===== config.mk =====
export PLATFORM = sky130hd
export DESIGN_NAME = cfg_bus_master
export DESIGN_NICKNAME = d
export VERILOG_FILES = /design/src/rtl/cfgm_pkg.sv /design/src/rtl/cfgm_timer.sv /design/src/rtl/cfgm_fsm.sv /design/src/rtl/cfgm_datapath.sv /design/src/rtl/cfg_bus_master.sv
export SDC_FILE = /design/constraint.sdc
export NUM_CORES = 1
export LEC_CHECK = 0
export CAP_MARGIN = 20
export CORE_MARGIN = 3
export CORE_UTILIZATION = 45
export CTS_CLUSTER_DIAMETER = 120
export DETAILED_ROUTE_END_ITERATION = 8
export GPL_TIMING_DRIVEN = 0
export PLACE_DENSITY = 0.86
export RECOVER_POWER = 100
export SKIP_LAST_GASP = 1
export SLEW_MARGIN = 20
export SYNTH_ARGS = -nofsm -noshare
export SYNTH_HDL_FRONTEND = slang
export SYNTH_SLANG_ARGS = --single-unit

===== constraint.sdc =====
create_clock -name clk -period 4.1 [get_ports clk]
set_input_delay 0.41 -clock clk [delete_from_list [all_inputs] [get_ports clk]]
set_output_delay 0.41 -clock clk [all_outputs]
set_load 0.01 [all_outputs]

===== src/rtl/cfgm_pkg.sv =====
package cfgm_pkg;
  typedef enum logic [1:0] {
    ST_IDLE  = 2'd0,
    ST_SETUP = 2'd1,
    ST_REQ   = 2'd2,
    ST_TAIL  = 2'd3
  } cfgm_state_t;
endpackage


===== src/rtl/cfgm_timer.sv =====
module cfgm_timer #(
  parameter int TW = 8
) (
  input  logic          clk,
  input  logic          rst_n,
  input  logic          run,
  input  logic [TW-1:0] limit,
  output logic          expire
);
  logic [TW-1:0] cnt;
  logic [TW:0]   eff;
  logic [TW:0]   nxt;

  always_comb begin
    eff    = (limit == '0) ? (TW+1)'(1) : {1'b0, limit};
    nxt    = {1'b0, cnt} + (TW+1)'(1);
    expire = run && (nxt >= eff);
  end

  always_ff @(posedge clk or negedge rst_n) begin
    if (!rst_n)       cnt <= '0;
    else if (!run)    cnt <= '0;
    else if (!expire) cnt <= cnt + TW'(1);
  end
endmodule


===== src/rtl/cfgm_fsm.sv =====
module cfgm_fsm
  import cfgm_pkg::*;
(
  input  logic        clk,
  input  logic        rst_n,
  input  logic        cmd_valid,
  input  logic        bus_ack,
  input  logic        expire,
  output cfgm_state_t state,
  output logic        accept,
  output logic        hit,
  output logic        miss,
  output logic        finish
);
  cfgm_state_t nxt;

  always_comb begin
    accept = (state == ST_IDLE) && cmd_valid;
    hit    = (state == ST_REQ) && bus_ack;
    miss   = (state == ST_REQ) && !bus_ack && expire;
    finish = (state == ST_TAIL);
    unique case (state)
      ST_IDLE:  nxt = accept ? ST_SETUP : ST_IDLE;
      ST_SETUP: nxt = ST_REQ;
      ST_REQ:   nxt = (hit || miss) ? ST_TAIL : ST_REQ;
      default:  nxt = ST_IDLE;
    endcase
  end

  always_ff @(posedge clk or negedge rst_n) begin
    if (!rst_n) state <= ST_IDLE;
    else        state <= nxt;
  end
endmodule


===== src/rtl/cfgm_datapath.sv =====
module cfgm_datapath #(
  parameter int AW = 10,
  parameter int DW = 32
) (
  input  logic          clk,
  input  logic          rst_n,
  input  logic          accept,
  input  logic          hit,
  input  logic          miss,
  input  logic          finish,
  input  logic          cmd_write,
  input  logic [AW-1:0] cmd_addr,
  input  logic [DW-1:0] cmd_wdata,
  input  logic [DW-1:0] bus_rdata,
  output logic [AW-1:0] bus_addr,
  output logic [DW-1:0] bus_wdata,
  output logic          is_write,
  output logic          rsp_valid,
  output logic          rsp_timeout,
  output logic [DW-1:0] rsp_rdata
);
  // command side: loaded once per command, held until the next accept
  always_ff @(posedge clk or negedge rst_n) begin
    if (!rst_n) begin
      bus_addr  <= '0;
      bus_wdata <= '0;
      is_write  <= 1'b0;
    end else if (accept) begin
      bus_addr  <= cmd_addr;
      bus_wdata <= cmd_wdata;
      is_write  <= cmd_write;
    end
  end

  // result side: data frozen at the acknowledge cycle
  always_ff @(posedge clk or negedge rst_n) begin
    if (!rst_n) begin
      rsp_valid   <= 1'b0;
      rsp_timeout <= 1'b0;
      rsp_rdata   <= '0;
    end else begin
      rsp_valid <= finish;
      if (hit) begin
        rsp_rdata   <= bus_rdata;
        rsp_timeout <= 1'b0;
      end else if (miss) begin
        rsp_rdata   <= '0;
        rsp_timeout <= 1'b1;
      end
    end
  end
endmodule


===== src/rtl/cfg_bus_master.sv =====
module cfg_bus_master
  import cfgm_pkg::*;
#(
  parameter int AW = 10,
  parameter int DW = 32,
  parameter int TW = 8
) (
  input  logic          clk,
  input  logic          rst_n,
  input  logic [TW-1:0] tmo_limit,
  input  logic          cmd_valid,
  output logic          cmd_ready,
  input  logic          cmd_write,
  input  logic [AW-1:0] cmd_addr,
  input  logic [DW-1:0] cmd_wdata,
  output logic          rsp_valid,
  output logic          rsp_write,
  output logic          rsp_timeout,
  output logic [DW-1:0] rsp_rdata,
  output logic [AW-1:0] bus_addr,
  output logic [DW-1:0] bus_wdata,
  output logic          bus_rd_req,
  output logic          bus_wr_req,
  input  logic          bus_ack,
  input  logic [DW-1:0] bus_rdata
);
  cfgm_state_t state;
  logic accept, hit, miss, finish, expire, is_write, req_on;

  cfgm_fsm u_fsm (
    .clk(clk), .rst_n(rst_n), .cmd_valid(cmd_valid), .bus_ack(bus_ack),
    .expire(expire), .state(state), .accept(accept), .hit(hit),
    .miss(miss), .finish(finish)
  );

  cfgm_timer #(.TW(TW)) u_timer (
    .clk(clk), .rst_n(rst_n), .run(state == ST_REQ),
    .limit(tmo_limit), .expire(expire)
  );

  cfgm_datapath #(.AW(AW), .DW(DW)) u_dp (
    .clk(clk), .rst_n(rst_n), .accept(accept), .hit(hit), .miss(miss),
    .finish(finish), .cmd_write(cmd_write), .cmd_addr(cmd_addr),
    .cmd_wdata(cmd_wdata), .bus_rdata(bus_rdata), .bus_addr(bus_addr),
    .bus_wdata(bus_wdata), .is_write(is_write), .rsp_valid(rsp_valid),
    .rsp_timeout(rsp_timeout), .rsp_rdata(rsp_rdata)
  );

  always_comb begin
    req_on     = (state == ST_REQ) || (state == ST_TAIL);
    bus_rd_req = req_on && !is_write;
    bus_wr_req = req_on && is_write;
    cmd_ready  = (state == ST_IDLE);
    rsp_write  = is_write;
  end
endmodule


**Yosys cells after proc, flatten, opt, wreduce, memory -nomap -nowiden**

Index checks and enable logic that the tools add are counted.
W data, S select, Z words.

- Add/subtract/negate cells: 2
- $lt $le $gt $ge: 1
- Equal/unequal tests: 4
- Muxes and demuxes: 10
- Reduce and logical (&&, ||, !) cells: 14

Operators with widths:

| cell | number |
|---|---|
| $mux W32 | 2 |
| $mux W8 | 3 |
| $add A8 B1 Y9 const B | 1 |
| $ge A9 B9 Y1 | 1 |
| $add A8 B1 Y8 const B | 1 |
| $logic_not A8 Y1 | 1 |
| $logic_and A1 B1 Y1 | 7 |
| $pmux W2 S3 | 1 |
| $eq A2 B2 Y1 const B | 2 |
| $mux W1 | 4 |
| $eq A2 B1 Y1 const B | 1 |
| $logic_not A1 Y1 | 2 |
| $logic_not A2 Y1 | 1 |
| $logic_or A1 B1 Y1 | 2 |
| $ne A2 B2 Y1 const B | 1 |
| $reduce_bool A2 Y1 | 1 |

- Bits in registers: 87
- Logic and storage cells: 39

**Logic depth before layout (Yosys ltp)**

Gate-level depths: netlist (run 1).

- Depth after elaboration: 8
- Depth in mapped cells: 11
- Depth with buffers taken out: 10

**Hierarchy**

A second synthesis (run 1) with hierarchy kept.

- Cells, all modules: 267
- Area, all modules: 3920.0 um^2

By module, submodules not included:

| module | times used | cells an instance | area an instance (um^2) | seq. area each (um^2) |
|---|---|---|---|---|
| cfgm_datapath | 1 | 167 | 3016.6 | 1926.8 |
| cfgm_timer | 1 | 81 | 737.0 | 200.2 |
| cfgm_fsm | 1 | 15 | 140.1 | 50.0 |
| cfg_bus_master | 1 | 4 | 26.3 | 0.0 |

**Least setup slack after synthesis (run 1)**

No wires, ideal clock.

- Kind: reg-to-reg
- Start: register u_timer.cnt[0]
- End: register u_timer.cnt[3]
- Setup time: 0.078 ns
- Data arrival time: 2.635 ns
- Required time: 4.022 ns
- Path slack: 1.387 ns
- Stages on the path, launching flop included: 12
- Period minus slack after synthesis: 2.713 ns
- Cells stage by stage: dfrtp_1 -> ha_1 -> nand2_1 -> nor2_1 -> xor2_1 -> ha_1 -> and3_4 -> a221o_1 -> a31o_4 -> buf_6 -> or4_1 -> a21oi_1

- Cells in the longest elaborated chain, start to end: 4
- Elaborated cells between the ends (all ways): 7
- Those cells by class: add/sub: 2; order compare: 1; eq/ne: 1; mux: 2; reduce/logical: 1

RTL lines:

| item | RTL line | text |
|---|---|---|
| start: declaration | cfgm_timer.sv:10 | `logic [TW-1:0] cnt;` |
| start signal: assignment | cfgm_timer.sv:23 | `else if (!expire) cnt <= cnt + TW'(1);` |
| $add A8 B1 Y9 | cfgm_timer.sv:16 | `nxt = {1'b0, cnt} + (TW+1)'(1);` |
| $ge A9 B9 Y1 | cfgm_timer.sv:17 | `expire = run && (nxt >= eff);` |
| $logic_and A1 B1 Y1 | cfgm_timer.sv:17 |  |
| $ne A2 B2 Y1 (no line) | -- |  |

Several ways; a longest one is shown, not always the timed one. The select of a mux whose other input is x is not followed.
A chain may end at the register's enable or synchronous reset.

**Worst setup path in the final report (run 1)**

- Start: register u_timer.cnt[0]
- End: register u_dp.rsp_rdata[19]

- Cells in the longest elaborated chain, start to end: 5

RTL lines:

| item | RTL line | text |
|---|---|---|
| $add A8 B1 Y9 | cfgm_timer.sv:16 |  |
| $ge A9 B9 Y1 | cfgm_timer.sv:17 |  |
| $logic_and A1 B1 Y1 | cfgm_timer.sv:17 |  |
| $logic_and A1 B1 Y1 | cfgm_fsm.sv:20 | `miss = (state == ST_REQ) && !bus_ack && expire;` |
| $reduce_bool A2 Y1 (no line) | -- |  |
| end signal: assignment | cfgm_datapath.sv:44 | `rsp_rdata <= bus_rdata;` |
| end: declaration | cfgm_datapath.sv:20 | `output logic [DW-1:0] rsp_rdata` |

Every way passes these cells.

==> flow_metrics.tcl, run 1 <==
set metrics [dict create \
    reg2reg_setup_slack_ns 0.81 \
    cp_cell_sequence "ha_1 > nand2_1 > nor2_1 > xor2_1 > ha_1 > and3_1 > a221o_1 > a31o_1 > o31ai_4 > clkbuf_1 > a22o_1" \
    internal_power_uw 2530 \
    grt_first_pass_wirelength_um 14200 \
    ctsResizeCount 0 \
    fillers 544 \
    power.leakage_uw 0.00251 \
    p_comb_share_pct 45.2 \
    required_ns 4.38 \
    grt_pass1_vias 2863 \
    ys.warnings.count 0 \
    insertion_delay_ns 0.34 \
    cp_common_cell "ha_1" \
    drt.antenna.violating_nets 0 \
    slew_headroom_pct -39.7 \
    max_stage_delay_ns 0.46 \
    power_frac_seq_pct 38.5 \
    clk_pin_slew_ns 0.09 \
    overflow 0 \
    synth_largest_area_cell "dfrtp_1" \
    finalCritPeriodShare_pct 80.2 \
    crit_family "compound AO/OA/AOI/OAI gates" \
    drv_slew 40 \
    failed_checks "capacitance limit, slew limit" \
    gr-usage-all-layers_pct 19.9 \
    htreeDepth 3 \
    io_pins 167 \
    viasPerCell 5.06 \
    path_class "register to register" \
    post_drt_wl_per_cell_um 16.5 \
    drive_gt1_share_pct 13.9 \
    syn_to_final_growth_pct 54.2 \
    dieHeight_um 95.9 \
    synthesis.area_um2 3630 \
    worst_slack_ns 0.810 \
    core_area_um2 7770 \
    switching_power_uw 1220 \
    globalplace.congestion 0.763 \
    port_buffers 166 \
    cts_sinks 87 \
    synth_cell_types 34 \
    critPathLaunchType "register" \
    finalHoldViolations 0 \
    post-cts-setup-buffer-count 0 \
    ys_seq_area_share_pct 59.9 \
    cap_violations 1 \
    cts_tree "built" \
    power_density_nw_per_um2 669 \
    routed_wirelength_um 9010 \
    synthCells 262 \
    initial_core_util_pct 46.8 \
    status "complete, but fails checks" \
    synth_top_area_share_pct 59.9 \
    max_slew.worst_pin.slew_ns 2.10 \
    peakVddDrop_mv 0.392 \
    vias 2770 \
    hold_path_class "register to register" \
    hpwl_um 7140 \
    cp_slowest_cell "dfrtp_1" \
    fp.dieW_um 95.9 \
    syn_avg_cell_area_um2 13.9 \
    hold_buffers 0 \
    rsz0062_at_grt "no" \
    antenna_found_initial 0 \
    crit_arrival_ns 3.57 \
    num_rows 32 \
    synthTopCellsByArea "dfrtp_1 (60%), mux2_2 (13%), a22o_1 (7.7%)" \
    drt-pass1-iter-count 4 \
    worstPathMaxFanout 10 \
    fin_nets 540 \
    first_iter_violations 80 \
    max_freq_mhz 304 \
    syn_nets 362 \
    path_buf_inv 1 \
    mostFrequentLayoutCells "dfrtp_1 (87), clkdlybuf4s50_1 (85), dlygate4sd3_1 (80), mux2_2 (43), a22o_1 (32)" \
    ctsRootBufferMaster "clkbuf_8" \
    skew_ns 0.00944 \
    mostFrequentLayoutCell "dfrtp_1" \
    final_util_pct 72.1 \
    grt_max_degree 50 \
    numCtsBuffers 9 \
    setup_viol 0 \
    drc 0 \
    antenna_cells 0 \
    end_kind "register" \
    layout_min_cycle_time_ns 3.29 \
    ys_ff_latch 87 \
    swShare_pct 32.5 \
    clockPowerShare_pct 16.3 \
    clock_path_buffers 2 \
    dpl_worst_slack_ns 0.958 \
    die_area_um2 9190 \
]
-- worst paths after layout --
path,cells after the start,startpoint,end
max,11,u_timer.cnt[0],u_dp.rsp_rdata[19]
min,1,u_dp.bus_addr[3],u_dp.bus_addr[3]
max reg2reg,11,u_timer.cnt[0],u_dp.rsp_rdata[19]
min reg2reg,1,u_dp.bus_addr[3],u_dp.bus_addr[3]
max in group asynchronous,2,rst_n,u_dp.bus_wdata[13]
min in group asynchronous,1,rst_n,u_timer.cnt[7]
-- synth_stat cells --
| master | instances |
|---|---|
| buf_6 | 1 |
| xor2_1 | 3 |
| mux2_2 | 43 |
| a21o_1 | 2 |
| o211ai_1 | 1 |
| o41ai_1 | 1 |
| a21o_2 | 1 |
| nor4_1 | 2 |
| a22o_1 | 32 |
| or4_1 | 3 |
| mux2i_1 | 4 |
| a221o_1 | 1 |
| nand3_1 | 5 |
| and3_4 | 1 |
| dfrtp_1 | 87 |
| xnor2_1 | 3 |
| nand2b_1 | 4 |
| nand2_1 | 8 |
| ha_1 | 13 |
| o31ai_1 | 3 |
| nor2b_1 | 1 |
| a31oi_1 | 1 |
| a41o_1 | 1 |
| and2_1 | 1 |
| nor3b_1 | 1 |
| inv_1 | 11 |
| buf_1 | 1 |
| a31o_4 | 1 |
| nor2_1 | 6 |
| buf_2 | 3 |
| a21oi_1 | 5 |
| o31ai_4 | 1 |
| o21ai_0 | 2 |
| clkbuf_1 | 9 |
-- stage by stage --
| stage | total power (uW) | hold slack [ns] | cells | setup TNS [ns] | cell area [um2] |
|---|---|---|---|---|---|
| after floorplan | 2270 | 0.114 | 262 | 0 | 3630 |
| after global placement | 3280 | 0.486 | 530 | -43.55 | 5420 |
| after detailed placement | 3350 | 0.432 | 531 | 0 | 5450 |
| after CTS | 3970 | 0.0495 | 547 | 0 | 5650 |
| after global routing | 4000 | 0.516 | 547 | 0 | 5600 |
| final | 3750 | 0.503 | 547 | 0 | 5600 |
-- flip-flops by register name, summed over array words and instances, names as in the netlist --
register	flops
u_dp.bus_addr	10
u_dp.bus_wdata	32
u_dp.is_write	1
u_dp.rsp_rdata	32
u_dp.rsp_timeout	1
u_dp.rsp_valid	1
u_fsm.state	2
u_timer.cnt	8
-- kinds of logic after synthesis --
kind of cell | Yosys count | synth area share (%)
fa+ha+maj | 13 | 4.48
flops | 87 | 59.9
simple gates | 32 | 4.65
xor+xnor | 6 | 1.45
buf+inv | 25 | 2.89
mux | 47 | 14.4
compound gates | 52 | 12.2
-- metal layers --
layer | GRT usage (%) | wire [um]
met1 | 23.5 | 3340
met2 | 33.5 | 4660
met3 | 7.11 | 843
met4 | 6.75 | 172
met5 | 0 | 0
-- power groups by stage --
| stage | combinational, uW | clock (uW) | sequential, uW |
|---|---|---|---|
| 2_1_floorplan | 637 | 0 | 1640 |
| 3_3_place_gp | 1820 | 0 | 1450 |
| 3_5_place_dp | 1870 | 0 | 1480 |
| 4_1_cts | 1880 | 625 | 1470 |
| 5_1_grt | 1840 | 666 | 1500 |
| 6_report | 1690 | 609 | 1440 |
-- cell type report --
cell class	instances	area, um2	share of cell area [%]
repair buffers	167	1660	29.6
plain buffers	14	52.6	0.938
inverters	11	41.3	0.737
well taps	102	128	2.28
multi-input cells	150	1340	23.9
clock inverters	6	67.6	1.21
flip-flops and latches	87	2180	38.9
clock buffers	10	138	2.46
(Power assumes the default switching activity.)
==> run 2, diff against run 1 <==
--- a/config.mk
+++ b/config.mk
@@ -7,11 +7,11 @@
 export LEC_CHECK = 0
 export CAP_MARGIN = 20
 export CORE_MARGIN = 3
-export CORE_UTILIZATION = 45
+export CORE_UTILIZATION = 37
 export CTS_CLUSTER_DIAMETER = 120
 export DETAILED_ROUTE_END_ITERATION = 8
 export GPL_TIMING_DRIVEN = 0
-export PLACE_DENSITY = 0.86
+export PLACE_DENSITY = 0.76
 export RECOVER_POWER = 100
 export SKIP_LAST_GASP = 1
 export SLEW_MARGIN = 20
==> constraint.sdc (replaced) <==
create_clock -name clk -period 2.6 [get_ports clk]
set_input_delay 0.26 -clock clk [delete_from_list [all_inputs] [get_ports clk]]
set_output_delay 0.26 -clock clk [all_outputs]
set_load 0.01 [all_outputs]
==> flow_metrics.tcl, run 2 (same netlist as run 1, synthesis figures left out) <==
set metrics [dict create \
    dpl_worst_slack_ns -0.364 \
    finalHoldViolations 0 \
    max_freq_mhz 359 \
    htreeDepth 3 \
    numCtsBuffers 9 \
    max_stage_delay_ns 0.45 \
    first_iter_violations 54 \
    gr-usage-all-layers_pct 18.0 \
    drv_slew 0 \
    cts_sinks 87 \
    post_drt_wl_per_cell_um 16.6 \
    path_class "register to register" \
    die_area_um2 11000 \
    drt.antenna.violating_nets 0 \
    required_ns 2.87 \
    fin_nets 564 \
    finalCritPeriodShare_pct 107 \
    setup_viol 42 \
    viasPerCell 4.83 \
    initial_core_util_pct 38.8 \
    crit_family "simple AND/OR/NAND/NOR gates" \
    mostFrequentLayoutCell "clkdlybuf4s50_1" \
    grt_max_degree 50 \
    rsz0062_at_grt "yes" \
    power_density_nw_per_um2 1030 \
    worst_slack_ns -0.182 \
    cts_tree "built" \
    drc 0 \
    routed_wirelength_um 9930 \
    power.leakage_uw 0.00271 \
    dieHeight_um 105 \
    antenna_cells 0 \
    hpwl_um 7320 \
    peakVddDrop_mv 0.555 \
    overflow 0 \
    grt_pass1_vias 3148 \
    crit_arrival_ns 3.05 \
    cp_slowest_cell "dfrtp_2" \
    drive_gt1_share_pct 24.7 \
    critPathLaunchType "register" \
    clock_path_buffers 2 \
    syn_to_final_growth_pct 65.4 \
    ctsRootBufferMaster "clkbuf_8" \
    reg_top3 "u_dp.bus_wdata (32), u_dp.rsp_rdata (32), u_dp.bus_addr (10)" \
    fp.dieW_um 105 \
    max_slew.worst_pin.slew_ns 1.07 \
    hold_path_class "register to register" \
    fillers 741 \
    globalplace.congestion 0.801 \
    layout_min_cycle_time_ns 2.78 \
    cap_violations 0 \
    clk_pin_slew_ns 0.09 \
    insertion_delay_ns 0.35 \
    mostFrequentLayoutCells "clkdlybuf4s50_1 (87), dfrtp_1 (84), dlygate4sd3_1 (79), mux2_2 (43), a22o_1 (32)" \
    vias 2887 \
    antenna_found_initial 0 \
    core_area_um2 9370 \
    status "complete, but fails checks" \
    grt_first_pass_wirelength_um 15800 \
    cp_cell_sequence "nand2_4 > nor2_4 > nand3_2 > xnor2_2 > ha_1 > and3_4 > a221o_1 > a31o_4 > buf_6 > or4_4 > a21oi_2" \
    holdWs_ns 0.501 \
    skew_ns 0.0118 \
    port_buffers 166 \
    failed_checks "setup timing" \
    path_buf_inv 1 \
    drt-pass1-iter-count 4 \
    end_kind "register" \
    worstPathMaxFanout 8 \
    io_pins 167 \
    slew_headroom_pct 28.4 \
    num_rows 35 \
]
[run 2: routing by layer]
metal	vias to the layer above	wire length [um]	global-route usage [%]
met2	122	4890	30.3
met5	-	0	0
li1	1356	-	-
met4	0	97	4.87
met3	9	959	8.03
met1	1400	3990	20.7
[run 2: what timing repair did]
item,4_1_cts,5_1_grt
hold buffers,1,0
hold endpoints to repair,38,0
gates cloned,1,0
gates resized for setup,22,14
pin swaps,16,14
buffers inserted,16,7
setup endpoints to repair,44,43
[run 2: final cells by class]
| type | instances | area (um2) | area share (%) |
|---|---|---|---|
| sequential | 87 | 2180 | 36.3 |
| timing repair buffer | 191 | 1850 | 30.7 |
| multi-input combinational | 150 | 1470 | 24.4 |
| tap | 129 | 161 | 2.69 |
| clock buffer | 11 | 151 | 2.52 |
| buffer | 14 | 96.3 | 1.60 |
| clock inverter | 5 | 65.1 | 1.08 |
| inverter | 11 | 41.3 | 0.687 |
[run 2: power by group]
part / total [uW] / switching (uW) / internal, uW
Sequential: 2290 / 315 / 1970
Clock: 1010 / 506 / 506
Combinational: 2880 / 1200 / 1680
Total: 6180 / 2020 / 4160
[run 2: final timing paths]
| kind | start | to | slack, ns | cells past startpoint |
|---|---|---|---|---|
| min in group asynchronous | rst_n | u_dp.bus_addr[3] | 0.60 | 2 |
| min | u_dp.rsp_rdata[29] | u_dp.rsp_rdata[29] | 0.50 | 1 |
| max | u_timer.cnt[1] | u_timer.cnt[3] | -0.18 | 11 |
| max reg2reg | u_timer.cnt[1] | u_timer.cnt[3] | -0.18 | 11 |
| max in group asynchronous | rst_n | u_dp.rsp_rdata[30] | 0.39 | 3 |
| min reg2reg | u_dp.rsp_rdata[29] | u_dp.rsp_rdata[29] | 0.50 | 1 |
[run 2: metrics by stage]
stage	instances	instance area [um2]	TNS, ns	total power (uW)	util (%)
floorplan	262	3650	-0.117	3600	-
global placement	557	5480	-178.80	5240	58.4
detailed placement	558	5500	-11.67	5320	58.7
CTS	592	5940	-5.17	6480	63.4
global route	598	6010	-11.14	6600	64.1
finish	598	6010	-4.32	6180	64.1
[run 2: worst register-to-register path, cell delays in order, from the launching register on]
cell	delay (ns)
dfrtp_2	0.45
nand2_4	0.08
nor2_4	0.14
nand3_2	0.11
xnor2_2	0.15
ha_1	0.29
and3_4	0.19
a221o_1	0.38
a31o_4	0.24
buf_6	0.14
or4_4	0.41
a21oi_2	0.14
